$ cat src/rtl/chain_pkg.sv
package chain_pkg;
  typedef enum logic [2:0] {
    ROLE_NONE = 3'd0, ROLE_SRC0 = 3'd1, ROLE_SRC1 = 3'd2,
    ROLE_DST0 = 3'd3, ROLE_DST1 = 3'd4
  } role_e;

  typedef enum logic [2:0] {
    LVL_NONE = 3'd0, LVL_FRAG = 3'd1, LVL_BLOCK = 3'd2,
    LVL_TRANS = 3'd3, LVL_LIST = 3'd4
  } level_e;

  localparam int GROUPS = 2;

  // done_vec bit order: [0] frag, [1] block, [2] trans, [3] list
  function automatic logic pick_event(input logic [2:0] lvl, input logic [3:0] done_vec);
    case (lvl)
      LVL_FRAG:  pick_event = done_vec[0];
      LVL_BLOCK: pick_event = done_vec[1];
      LVL_TRANS: pick_event = done_vec[2];
      LVL_LIST:  pick_event = done_vec[3];
      default:   pick_event = 1'b0;
    endcase
  endfunction

  function automatic logic level_armed(input logic [2:0] lvl);
    level_armed = (lvl >= 3'd1) && (lvl <= 3'd4);
  endfunction

  function automatic logic is_src(input logic [2:0] role, input int grp);
    is_src = (role == 3'(1 + grp));
  endfunction

  function automatic logic is_dst(input logic [2:0] role, input int grp);
    is_dst = (role == 3'(3 + grp));
  endfunction
endpackage

$ cat src/rtl/chain_mode_regs.sv
module chain_mode_regs #(
  parameter int NUM_CH = 4,
  localparam int CH_W = (NUM_CH > 1) ? $clog2(NUM_CH) : 1
) (
  input  logic                    clk,
  input  logic                    rst_n,
  input  logic                    cfg_we,
  input  logic [CH_W-1:0]         cfg_ch,
  input  logic                    cfg_sel,
  input  logic [2:0]              cfg_data,
  output logic [NUM_CH-1:0][2:0]  role_q,
  output logic [NUM_CH-1:0][2:0]  lvl_q
);
  for (genvar c = 0; c < NUM_CH; c++) begin : g_ch
    logic hit;
    assign hit = cfg_we && (cfg_ch == CH_W'(c));
    always_ff @(posedge clk or negedge rst_n) begin
      if (!rst_n) begin
        role_q[c] <= 3'd0;
        lvl_q[c]  <= 3'd0;
      end else if (hit) begin
        if (cfg_sel) lvl_q[c]  <= cfg_data;
        else         role_q[c] <= cfg_data;
      end
    end
  end
endmodule

$ cat src/rtl/chain_evt_sel.sv
module chain_evt_sel #(
  parameter int NUM_CH = 4
) (
  input  logic [NUM_CH-1:0][2:0] lvl_q,
  input  logic [NUM_CH-1:0]      done_frag,
  input  logic [NUM_CH-1:0]      done_blk,
  input  logic [NUM_CH-1:0]      done_trans,
  input  logic [NUM_CH-1:0]      done_list,
  output logic [NUM_CH-1:0]      ch_evt
);
  import chain_pkg::*;
  for (genvar c = 0; c < NUM_CH; c++) begin : g_sel
    assign ch_evt[c] = pick_event(lvl_q[c],
                         {done_list[c], done_trans[c], done_blk[c], done_frag[c]});
  end
endmodule

$ cat src/rtl/chain_group_route.sv
module chain_group_route #(
  parameter int NUM_CH = 4,
  parameter int GRP    = 0,
  localparam int CNT_W = $clog2(NUM_CH + 1)
) (
  input  logic [NUM_CH-1:0][2:0] role_q,
  input  logic [NUM_CH-1:0][2:0] lvl_q,
  input  logic [NUM_CH-1:0]      ch_evt,
  output logic                   fire,
  output logic                   armed,
  output logic                   dst_ok,
  output logic [NUM_CH-1:0]      dst_vec
);
  import chain_pkg::*;
  logic [CNT_W-1:0] dst_cnt;

  always_comb begin
    fire    = 1'b0;
    armed   = 1'b0;
    dst_vec = '0;
    dst_cnt = '0;
    for (int c = 0; c < NUM_CH; c++) begin
      if (is_src(role_q[c], GRP) && level_armed(lvl_q[c])) begin
        armed = 1'b1;
        if (ch_evt[c]) fire = 1'b1;
      end
      if (is_dst(role_q[c], GRP)) begin
        dst_vec[c] = 1'b1;
        dst_cnt    = dst_cnt + 1'b1;
      end
    end
  end

  assign dst_ok = (dst_cnt == CNT_W'(1));
endmodule

$ cat src/rtl/chain_trigger.sv
module chain_trigger #(
  parameter int NUM_CH = 4,
  localparam int CH_W = (NUM_CH > 1) ? $clog2(NUM_CH) : 1
) (
  input  logic              clk,
  input  logic              rst_n,
  input  logic              cfg_we,
  input  logic [CH_W-1:0]   cfg_ch,
  input  logic              cfg_sel,
  input  logic [2:0]        cfg_data,
  input  logic [NUM_CH-1:0] done_frag,
  input  logic [NUM_CH-1:0] done_blk,
  input  logic [NUM_CH-1:0] done_trans,
  input  logic [NUM_CH-1:0] done_list,
  output logic [NUM_CH-1:0] start_o,
  output logic [1:0]        cfg_err
);
  import chain_pkg::*;

  logic [NUM_CH-1:0][2:0] role_q;
  logic [NUM_CH-1:0][2:0] lvl_q;
  logic [NUM_CH-1:0]      ch_evt;
  logic [GROUPS-1:0]      grp_fire;
  logic [GROUPS-1:0]      grp_armed;
  logic [GROUPS-1:0]      grp_dst_ok;
  logic [NUM_CH-1:0]      grp_dst [GROUPS];
  logic [NUM_CH-1:0]      start_d;

  chain_mode_regs #(.NUM_CH(NUM_CH)) u_regs (
    .clk(clk), .rst_n(rst_n), .cfg_we(cfg_we), .cfg_ch(cfg_ch),
    .cfg_sel(cfg_sel), .cfg_data(cfg_data), .role_q(role_q), .lvl_q(lvl_q)
  );

  chain_evt_sel #(.NUM_CH(NUM_CH)) u_sel (
    .lvl_q(lvl_q), .done_frag(done_frag), .done_blk(done_blk),
    .done_trans(done_trans), .done_list(done_list), .ch_evt(ch_evt)
  );

  for (genvar g = 0; g < GROUPS; g++) begin : g_grp
    chain_group_route #(.NUM_CH(NUM_CH), .GRP(g)) u_route (
      .role_q(role_q), .lvl_q(lvl_q), .ch_evt(ch_evt),
      .fire(grp_fire[g]), .armed(grp_armed[g]),
      .dst_ok(grp_dst_ok[g]), .dst_vec(grp_dst[g])
    );
  end

  always_comb begin
    start_d = '0;
    for (int g = 0; g < GROUPS; g++)
      if (grp_fire[g] && grp_dst_ok[g]) start_d = start_d | grp_dst[g];
  end

  always_ff @(posedge clk or negedge rst_n) begin
    if (!rst_n) begin
      start_o <= '0;
      cfg_err <= '0;
    end else begin
      start_o <= start_d;
      cfg_err <= grp_armed & ~grp_dst_ok;
    end
  end
endmodule

$ cat config.mk
export PLATFORM = sky130hd
export DESIGN_NAME = chain_trigger
export DESIGN_NICKNAME = d
export VERILOG_FILES = /design/src/rtl/chain_pkg.sv /design/src/rtl/chain_mode_regs.sv /design/src/rtl/chain_evt_sel.sv /design/src/rtl/chain_group_route.sv /design/src/rtl/chain_trigger.sv
export SDC_FILE = /design/constraint.sdc
export NUM_CORES = 1
export LEC_CHECK = 0
export BUFFER_PORTS_ARGS = -buffer_cell sky130_fd_sc_hd__buf_2
export CAP_MARGIN = 20
export CORE_MARGIN = 2
export CORE_UTILIZATION = 50
export DETAILED_ROUTE_END_ITERATION = 8
export PLACE_DENSITY = 0.72
export SKIP_LAST_GASP = 1
export SLEW_MARGIN = 20
export SYNTH_ARGS = -nofsm -noshare
export SYNTH_HDL_FRONTEND = slang
export SYNTH_SLANG_ARGS = --single-unit
$ cat constraint.sdc
create_clock -name clk -period 2.8 [get_ports clk]
set_input_delay 0.14 -clock clk [delete_from_list [all_inputs] [get_ports clk]]
set_output_delay 0.14 -clock clk [all_outputs]
set_load 0.005 [all_outputs]
Word level (Yosys, flattened, before mapping)
Index checks and enable logic that the tools add are counted.
{"block": "totals", "regBits": 30, "in_bits": 25, "out_inout_bits": 6, "elab_cells": 137}
{"block": "classes", "n_addsub": 6, "order_cmp": 8, "n_eq_ne": 37, "n_mux": 45, "bitwise_logic": 4, "n_reduce_logical": 27}
{"op": "$eq 3x2->1 const B", "n": 16}
{"op": "$mux 1", "n": 33}
{"op": "$eq 3x1->1 const B", "n": 10}
{"op": "$eq 3x3->1 const B", "n": 8}
{"op": "$logic_and 1x1->1", "n": 18}
{"op": "$mux 3", "n": 6}
{"op": "$pmux 1 s4", "n": 4}
{"op": "$reduce_and 2->1", "n": 8}
{"op": "$add 3x1->3 const B", "n": 4}
{"op": "$ge 3x1->1 const B", "n": 4}
{"op": "$le 3x3->1 const B", "n": 4}
{"op": "$mux 4", "n": 2}
{"op": "$add 1x1->2 const B", "n": 2}
{"op": "$eq 2x2->1 const B", "n": 2}
{"op": "$or 4x4->4", "n": 1}
{"op": "$and 2x2->2", "n": 1}
{"op": "$eq 2x1->1 const B", "n": 1}
{"op": "$logic_not 2->1", "n": 1}
{"op": "$not 2->2", "n": 1}
{"op": "$not 1->1", "n": 1}

Longest topological paths before layout
Gate-level depths: netlist (run 1).
{"block": "logic_depth", "word_depth": 14, "mapped_depth": 11}

Hierarchy
Synthesis (run 1) repeated with hierarchy kept, for this count alone.
{"block": "hier_totals", "hier_cells": 178, "hier_area_um2": 1944.4}
{"mod": "chain_mode_regs", "n_inst": 1, "cells_each": 56, "area_per_inst_um2": 1009.7, "seq_area_each_um2": 600.6}
{"mod": "chain_group_route at g_grp[0].u_route", "n_inst": 1, "cells_each": 40, "area_per_inst_um2": 281.5, "seq_area_each_um2": 0.0}
{"mod": "chain_group_route at g_grp[1].u_route", "n_inst": 1, "cells_each": 41, "area_per_inst_um2": 276.5, "seq_area_each_um2": 0.0}
{"mod": "chain_trigger", "n_inst": 1, "cells_each": 13, "area_per_inst_um2": 211.5, "seq_area_each_um2": 150.1}
{"mod": "chain_evt_sel", "n_inst": 1, "cells_each": 28, "area_per_inst_um2": 165.2, "seq_area_each_um2": 0.0}

Worst setup path before layout (run 1)
Ideal clock, no wire load.
{"block": "synth_path", "path_kind": "flip-flop to flip-flop", "from": "reg u_regs.role_q[2] in the netlist's numbering", "to": "reg start_o[0]", "arrival_ps": 2218, "slack_ps": 451, "stages_incl_launch_ff": 10, "path_buffers": 0, "period_less_slack_ps": 2349, "path_cell_list": "dfrtp_1 -> nand3b_1 -> ha_1 -> xor2_1 -> inv_1 -> ha_1 -> or3_1 -> and4_4 -> o22ai_2 -> o22ai_1"}
{"block": "synth_between", "elab_chain_cells": 13, "elab_cells_between_ends": 43, "classes_between": "add/sub: 6; eq/ne: 6; mux: 26; bitwise: 1; reduce/logical: 4"}
{"element": "start, declared", "line": "chain_mode_regs.sv:11", "rtl": "output logic [NUM_CH-1:0][2:0] role_q,"}
{"element": "start signal, assigned by index", "line": "chain_mode_regs.sv:23", "rtl": "else role_q[c] <= cfg_data;"}
{"element": "$eq 3x2->1 or $eq 3x1->1 (tied branches)", "line": "chain_pkg.sv:34, chain_pkg.sv:30"}
{"element": "$mux 1 or $logic_and 1x1->1 (tied branches)", "line": "chain_group_route.sv:27, chain_group_route.sv:23"}
{"element": "$add 1x1->2 or $mux 1 (tied branches)", "line": "chain_group_route.sv:29, chain_group_route.sv:23"}
{"element": "$mux 3 or $mux 1 (tied branches)", "line": "chain_group_route.sv:27, chain_group_route.sv:25"}
{"element": "$add 3x1->3 or $mux 1 (tied branches)", "line": "chain_group_route.sv:29, chain_group_route.sv:23"}
{"element": "$mux 3 or $mux 1 (tied branches)", "line": "chain_group_route.sv:27, chain_group_route.sv:25"}
{"element": "$add 3x1->3 or $mux 1 (tied branches)", "line": "chain_group_route.sv:29, chain_group_route.sv:23"}
{"element": "$mux 3 or $mux 1 (tied branches)", "line": "chain_group_route.sv:27, chain_group_route.sv:25"}
{"element": "$eq 3x1->1 or $mux 1 (tied branches)", "line": "chain_group_route.sv:34, chain_group_route.sv:23"}
{"element": "$logic_and 1x1->1", "line": "chain_trigger.sv:50", "rtl": "if (grp_fire[g] && grp_dst_ok[g]) start_d = start_d | grp_dst[g];"}
{"element": "$mux 4", "line": "chain_trigger.sv:50"}
{"element": "$or 4x4->4", "line": "chain_trigger.sv:50"}
{"element": "$mux 4 (*)", "line": "chain_trigger.sv:50"}
{"element": "net start_d[0]", "line": "chain_trigger.sv:27", "rtl": "logic [NUM_CH-1:0] start_d;"}
{"element": "end signal, assigned", "line": "chain_trigger.sv:58", "rtl": "start_o <= start_d;"}
{"element": "end, declared", "line": "chain_trigger.sv:15", "rtl": "output logic [NUM_CH-1:0] start_o,"}
The timed path passes the listed nets; every way through them passes the cells marked *.
A chain may end at the register's enable or synchronous reset.

Final worst setup path (run 1)
{"block": "layout_path", "from": "reg u_regs.role_q[5] in the netlist's numbering", "to": "reg start_o[1]"}
{"block": "layout_between", "elab_chain_cells": 11, "elab_cells_between_ends": 35, "classes_between": "add/sub: 4; eq/ne: 6; mux: 20; bitwise: 1; reduce/logical: 4"}
{"element": "$eq 3x2->1 or $eq 3x1->1 (tied branches)", "line": "chain_pkg.sv:34, chain_pkg.sv:30"}
{"element": "$mux 3 or $logic_and 1x1->1 (tied branches)", "line": "chain_group_route.sv:27, chain_group_route.sv:23"}
{"element": "$add 3x1->3 or $mux 1 (tied branches)", "line": "chain_group_route.sv:29, chain_group_route.sv:23"}
{"element": "$mux 3 or $mux 1 (tied branches)", "line": "chain_group_route.sv:27, chain_group_route.sv:25"}
{"element": "$add 3x1->3 or $mux 1 (tied branches)", "line": "chain_group_route.sv:29, chain_group_route.sv:23"}
{"element": "$mux 3 or $mux 1 (tied branches)", "line": "chain_group_route.sv:27, chain_group_route.sv:25"}
{"element": "$eq 3x1->1 or $mux 1 (tied branches)", "line": "chain_group_route.sv:34, chain_group_route.sv:23"}
{"element": "$logic_and 1x1->1", "line": "chain_trigger.sv:50"}
{"element": "$mux 4", "line": "chain_trigger.sv:50"}
{"element": "$or 4x4->4", "line": "chain_trigger.sv:50"}
{"element": "$mux 4 (*)", "line": "chain_trigger.sv:50"}
{"element": "net start_d[1]", "line": "chain_trigger.sv:27"}
Marked as above.

==> results of run 1 <==
-- per-stage QoR --
| stage | worst slack [ns] | cells | hold WS (ns) | power [W] | cell area (sq um) |
|---|---|---|---|---|---|
| floorplan | 0.451 | 166 | -0.156 | 0.000946 | 1840 |
| global placement | 0.370 | 244 | 0.201 | 0.00105 | 2050 |
| detailed placement | 0.206 | 244 | 0.213 | 0.00109 | 2050 |
| CTS | 0.193 | 251 | 0.211 | 0.00143 | 2140 |
| global route | 0.0550 | 251 | 0.222 | 0.00152 | 2150 |
| finish | 0.229 | 251 | 0.216 | 0.00143 | 2150 |
-- worst register-to-register path: stages, from the launching register on --
cell and delay [ns]:
dfrtp_1 0.42, nand3b_1 0.23, ha_1 0.37, xor2_2 0.24, inv_1 0.07, ha_1 0.21
or3_1 0.37, and4_4 0.18, o22ai_2 0.22, o22ai_1 0.14
-- worst paths after layout --
path / from / endpoint / slack [ns] / depth (start not counted)
setup / recovery: u_regs.role_q[5]$_DFFE_PN0P_ / start_o[1]$_DFF_PN0_ / 0.23 / 9
hold / removal: cfg_data[2] / u_regs.lvl_q[2]$_DFFE_PN0P_ / 0.22 / 3
setup reg to reg: u_regs.role_q[5]$_DFFE_PN0P_ / start_o[1]$_DFF_PN0_ / 0.23 / 9
hold reg to reg: u_regs.role_q[1]$_DFFE_PN0P_ / u_regs.role_q[1]$_DFFE_PN0P_ / 0.59 / 1
max in group asynchronous: rst_n / u_regs.role_q[4]$_DFFE_PN0P_ / 1.94 / 2
min in group asynchronous: rst_n / start_o[0]$_DFF_PN0_ / 0.42 / 2
-- logic make-up (layout without fill, tap and decap cells) --
| family | Yosys count | in the layout | synth area share |
|---|---|---|---|
| AND/OR/NAND/NOR | 65 | 65 | 0.243 |
| flip-flops | 30 | 30 | 0.408 |
| multiplexers | 29 | 29 | 0.176 |
| AO/OA/AOI/OAI | 24 | 24 | 0.103 |
| buffers and inverters | 10 | 47 | 0.0204 |
| adder cells (fa/ha/maj) | 6 | 6 | 0.0408 |
| XOR/XNOR | 2 | 2 | 0.00951 |
-- sequential cells by signal (all words and copies together) (netlist names) --
signal         flops
cfg_err            2
start_o            4
u_regs.lvl_q      12
u_regs.role_q     12
-- placed cells by master, fill, tap and decap left out, types with 2 or more instances in the layout --
master	count
mux2i_1	2
nand2_1	7
nor3b_1	7
ha_1	6
nor2b_1	3
nor4bb_1	9
nor2_1	7
nor3_1	3
nand4_1	6
nand3_1	4
clkbuf_8	6
inv_1	10
a211oi_1	2
buf_2	30
o22ai_1	7
mux2_2	25
dfrtp_1	30
or3_1	6
nand3b_1	3
mux2_1	2
a311oi_2	2
nand4b_1	3
o21ai_0	8
-- per-layer routing --
metal  share of wire  routed length, um  vias to the layer above  track usage
met5               0                  0                        -            0
met4           0.030                118                        0        0.128
met3           0.040                158                       13       0.0382
met2            0.50               1980                       45        0.371
met1            0.43               1710                      717        0.239
li1                -                  -                      709            -
-- area by class of cell --
class	count	area (sq um)	share of cell area
multi-input combinational	126	1060	0.493
sequential	30	751	0.349
timing repair buffer	31	160	0.0744
clock buffer	6	82.6	0.0384
tap	48	60.1	0.0279
inverter	10	37.5	0.0174
-- power breakdown --
group          switching (W)  leakage (nW)  internal [W]
combinational       0.000212         0.536      0.000237
clock               0.000153        0.0431      0.000189
sequential          0.000112         0.370      0.000526
-- timing repair --
| item | in CTS | in global routing |
|---|---|---|
| endpoints found under the hold margin | 30 | 0 |
| resized for setup | 0 | 1 |
| hold buffers | 1 | 0 |
| setup endpoints to repair | 0 | 1 |
==> impl_metrics.csv, run 1 <==
group,metric,value,unit
synth,synth_nets,197,
clock_tree,tritoncts,"yes",
routing,dr_total_vias,1484,
cells_and_area,final_nets,235,
clock_tree,cts_sinks,30,
clock_tree,cts_inserted_buffers,5,
floorplan,coreArea,0.00361,sq mm
timing,period_share,0.918,
worst_setup_path,worstSetupPathType,"flip-flop to flip-flop",
global_route,track_usage,0.212,
placed_design,gp_congestion,0.876,
global_route,grt_pass1_wl,6.69,mm
min_path,hold_class,"input pin to flip-flop",
timing,slew_headroom,0.560,
timing,tightest_slew,0.660,ns
placed_design,portBuffers,30,
worst_setup_path,worstPathCellList,"nand3b_1 > ha_1 > xor2_2 > inv_1 > ha_1 > or3_1 > and4_4 > o22ai_2 > o22ai_1",
worst_setup_path,start_kind,"flip-flop",
cells_and_area,syn2layout_area_growth,16.8,%
clock_tree,clockRootBuffer,"clkbuf_8",
synth,synthFlopType,"dfrtp_1",
timing,maxSlewViolCount,0,
floorplan,die_h,64.7,um
routing,ant_nets,0,
clock_tree,clk-insertion-delay-late,0.28,ns
timing,clock_skew,0.00883,ns
synth,synth_most_common_cell,"dfrtp_1",
synth,synth-async-reset-ratio,1.00,
worst_setup_path,cp.required,2.95,ns
floorplan,start_util,0.511,
floorplan,die_x,64.7,um
synth,synth-seq-area-share,0.408,
synth,yosys-top-cells-count,"30 x dfrtp_1, 25 x mux2_2, 10 x inv_1, 9 x nor4bb_1, 8 x o21ai_0",
timing,final-setup-viol-count,0,
routing,drt-vias-per-instance,5.91,
clock_tree,h-tree-depth,2,
routing,wirelength,3.97,mm
timing,fmax,0.389,GHz
global_route,antenna_found_initial,0,
global_route,grt_pass1_vias,1535,
routing,wl_per_cell,15.8,um
synth,yosysTopAreaCellShare,0.408,
routing,drc,0,
routing,firstDrtPassIters,4,
synth,syn-mean-instance-area,11.1,sq um
floorplan,ios,31,
timing,setup_tns,0,ns
cells_and_area,diodes,0,
synth,yosys_warnings,0,
worst_setup_path,cp_max_fo,5,
global_route,grt_start_max_net_pins,31,
synth,synthCells,166,
synth,synth_edf_count,0,
cells_and_area,final_util,0.597,
worst_setup_path,crit_arrival,2.72,ns
timing,period_minus_slack,2.57,ns
worst_setup_path,crit_family,"simple AND/OR/NAND/NOR gates",
synth,synth_area_leader_cell,"dfrtp_1",
outcome,status,"complete, no violations",
synth,ys_types,35,
pwr,power_density,664,mW/mm^2
pwr,max-vdd-ir-drop,0.400,mV
clock_tree,postCtsSetupRepairBufs,0,
worst_setup_path,crit_slowest_cell,"dfrtp_1",
flow_run,drv_cap,0,
synth,netlist_area,0.00184,sq mm
worst_setup_path,critPathMaxStageDelay,0.42,ns
routing,drt_iter0_drc,13,
placed_design,hpwl,3.10,mm
timing,rsz0062_at_grt,"false",
timing,hold_viol,0,
clock_tree,path_clk_slew,0.06,ns
global_route,grt_overflow,0,
cells_and_area,drive_gt1_frac,0.355,
worst_setup_path,cp.buffers_inverters,1,
synth,synth-seq-cells,30,
floorplan,num_rows,22,
cells_and_area,fill_cells,308,
pwr,p_leak,0.949,nW
worst_setup_path,path_common_cell,"ha_1",
worst_setup_path,worstSetupEndpointType,"flip-flop",
clock_tree,ctsLongestPathBuffers,2,
synth,synth_area_leaders,"dfrtp_1 41%, mux2_2 15%, nor4bb_1 4.9%",
floorplan,die_area,0.00418,sq mm
Note: power is estimated with default switching activity, not from simulation.
==> inputs of run 2 (changes only) <==
ABC_AREA = 1   (was not set)
CORE_UTILIZATION = 40   (was 50)
PLACE_DENSITY = not set   (was 0.72)
==> impl_metrics.csv, run 2 <==
group,metric,value,unit
worst_setup_path,worstSetupEndpointType,"flip-flop",
synth,synth_area_leaders,"dfrtp_1 40%, nand2_1 13%, nand3_1 10%",
routing,wirelength,4.05,mm
worst_setup_path,r2r_cells,15,
clock_tree,h-tree-depth,2,
timing,period_share,0.889,
routing,ant_nets,0,
clock_tree,cts_inserted_buffers,5,
worst_setup_path,cp_max_fo,5,
routing,drt_iter0_drc,71,
worst_setup_path,reg2reg_setup_slack,0.31,ns
synth,synth-seq-cells,30,
clock_tree,ctsLongestPathBuffers,2,
global_route,grt_pass1_vias,1616,
timing,tightest_slew,0.655,ns
synth,synth_edf_count,0,
cells_and_area,final_cell_area,0.00220,sq mm
timing,slew_headroom,0.563,
timing,setup_tns,0,ns
placed_design,portBuffers,30,
synth,synth-seq-area-share,0.399,
cells_and_area,diodes,0,
clock_tree,tritoncts,"yes",
floorplan,num_rows,24,
floorplan,start_util,0.423,
min_path,holdPathStages,3,
clock_tree,clk-insertion-delay-late,0.28,ns
synth,yosys_warnings,0,
synth,ys_types,20,
cells_and_area,top_regs,"u_regs.lvl_q (12), u_regs.role_q (12), start_o (4)",
worst_setup_path,worstSetupPathType,"flip-flop to flip-flop",
timing,fmax,0.402,GHz
synth,synthFlopType,"dfrtp_1",
synth,synth_nets,299,
synth,synth_most_common_cell,"nand2_1",
flow_run,drv_cap,0,
floorplan,die_x,72.5,um
min_path,hp-start,"cfg_data[2]",
synth,synth-async-reset-ratio,1.00,
floorplan,coreArea,0.00444,sq mm
clock_tree,cts_sinks,30,
outcome,status,"complete, no violations",
timing,period_minus_slack,2.49,ns
worst_setup_path,start_kind,"flip-flop",
pwr,p_leak,1.18,nW
cells_and_area,final_nets,339,
clock_tree,cts_resized,0,
floorplan,die_h,72.5,um
synth,synth_area_leader_cell,"dfrtp_1",
pwr,power_density,615,mW/mm^2
worst_setup_path,cp.required,3.02,ns
clock_tree,clockRootBuffer,"clkbuf_8",
synth,yosysTopAreaCellShare,0.399,
clock_tree,path_clk_slew,0.06,ns
routing,drc,0,
global_route,track_usage,0.174,
global_route,antenna_found_initial,0,
cells_and_area,finalNonFillerCells,360,
global_route,grt_overflow,0,
floorplan,ios,31,
synth,yosys-top-cells-count,"67 x nand2_1, 39 x inv_1, 38 x nand3_1, 30 x dfrtp_1, 29 x o21ai_0",
cells_and_area,final_common_cell,"nand2_1",
global_route,grt_start_max_net_pins,31,
worst_setup_path,reg2reg_to,"start_o[1]$_DFF_PN0_",
cells_and_area,syn2layout_area_growth,16.8,%
min_path,hold_class,"input pin to flip-flop",
cells_and_area,final_util,0.494,
timing,hold_slack,0.262,ns
synth,syn-mean-instance-area,7.01,sq um
placed_design,dp_cells,352,
worst_setup_path,crit_arrival,2.71,ns
min_path,worstHoldEndpoint,"u_regs.lvl_q[2]$_DFFE_PN0P_",
placed_design,gp_congestion,0.833,
cells_and_area,drive_gt1_frac,0.169,
worst_setup_path,worstReg2RegStart,"u_regs.role_q[1]$_DFFE_PN0P_",
timing,final-setup-viol-count,0,
routing,wl_per_cell,11.3,um
synth,synthCells,268,
cells_and_area,final_cell_mix,"67 x nand2_1, 39 x inv_1, 38 x nand3_1, 30 x dfrtp_1, 30 x buf_2",
routing,dr_total_vias,1745,
pwr,max-vdd-ir-drop,0.250,mV
placed_design,place_area,0.00211,sq mm
floorplan,die_area,0.00526,sq mm
global_route,grt_pass1_wl,7.04,mm
routing,drt-vias-per-instance,4.85,
timing,maxSlewViolCount,0,
timing,clock_skew,0.00513,ns
placed_design,hpwl,3.19,mm
timing,rsz0062_at_grt,"false",
synth,netlist_area,0.00188,sq mm
timing,hold_viol,0,
routing,firstDrtPassIters,4,
-- run 2: logic make-up (layout without fill, tap and decap cells) --
group                      count (synthesis)  after routing  share of synthesized area
xor gates and xnor gates                   3              3                     0.0140
AOI/OAI and AO/OA                         30             30                     0.0799
DFF                                       30             30                      0.399
adders and majority gates                  6              6                     0.0399
and+or+nand+nor                          157            157                      0.383
buffers and inverters                     42             82                     0.0839
-- run 2: power by group --
group | total [W] | switching, W | internal, W
clock | 0.000321 | 0.000150 | 0.000171
combinational | 0.000432 | 0.000265 | 0.000167
sequential | 0.000597 | 0.0000839 | 0.000513
total | 0.00135 | 0.000499 | 0.000850
-- run 2: how the worst max path moves through the flow --
stage          slack, ns                    startpoint              endpoint  depth (start not counted)
3_3_place_gp        0.38  u_regs.role_q[4]$_DFFE_PN0P_  start_o[1]$_DFF_PN0_                         15
4_1_cts             0.32  u_regs.role_q[1]$_DFFE_PN0P_  start_o[1]$_DFF_PN0_                         15
3_5_place_dp        0.35  u_regs.role_q[1]$_DFFE_PN0P_  start_o[1]$_DFF_PN0_                         15
5_1_grt             0.10  u_regs.role_q[4]$_DFFE_PN0P_  start_o[1]$_DFF_PN0_                         15
2_1_floorplan       0.53  u_regs.role_q[1]$_DFFE_PN0P_  start_o[0]$_DFF_PN0_                         15
6_report            0.31  u_regs.role_q[1]$_DFFE_PN0P_  start_o[1]$_DFF_PN0_                         15
-- run 2: what timing repair did --
item,4_1_cts,5_1_grt
hold buffers,1,0
hold endpoints to repair,30,0
setup buffers,0,0
-- run 2: final cells by class --
class | instances | area, sq um
Clock buffer | 7 | 76.3
Fill cell | 440 | 2250
Inverter | 42 | 158
Tap cell | 52 | 65.1
Sequential cell | 30 | 751
Multi-Input combinational cell | 196 | 971
Timing Repair Buffer | 33 | 175
-- run 2: per-layer routing --
layer / global-route usage / wire length, um / up-vias / share of wire
met1: 0.232 / 1980 / 772 / 0.49
met4: 0.0617 / 0 / 0 / 0
met3: 0.0375 / 187 / 0 / 0.046
met2: 0.280 / 1880 / 37 / 0.46
li1: - / - / 936 / -
met5: 0 / 0 / - / 0
-- run 2: metrics by stage --
step	power [W]	setup WS (ns)
floorplan	0.000903	0.526
global placement	0.00103	0.378
detailed placement	0.00104	0.352
CTS	0.00137	0.316
global route	0.00147	0.101
finish	0.00135	0.311
-- run 2: critical path, stage by stage (launching register included) --
cell     delay (ns)
dfrtp_1        0.38
inv_1          0.07
nor3_1         0.34
inv_1          0.08
ha_1           0.34
inv_1          0.08
nand2_2        0.06
nand2_2        0.06
inv_2          0.04
ha_1           0.28
or2_4          0.25
nor2_4         0.10
nor2_2         0.05
nor2_4         0.12
nand3_1        0.09
nand2_1        0.07
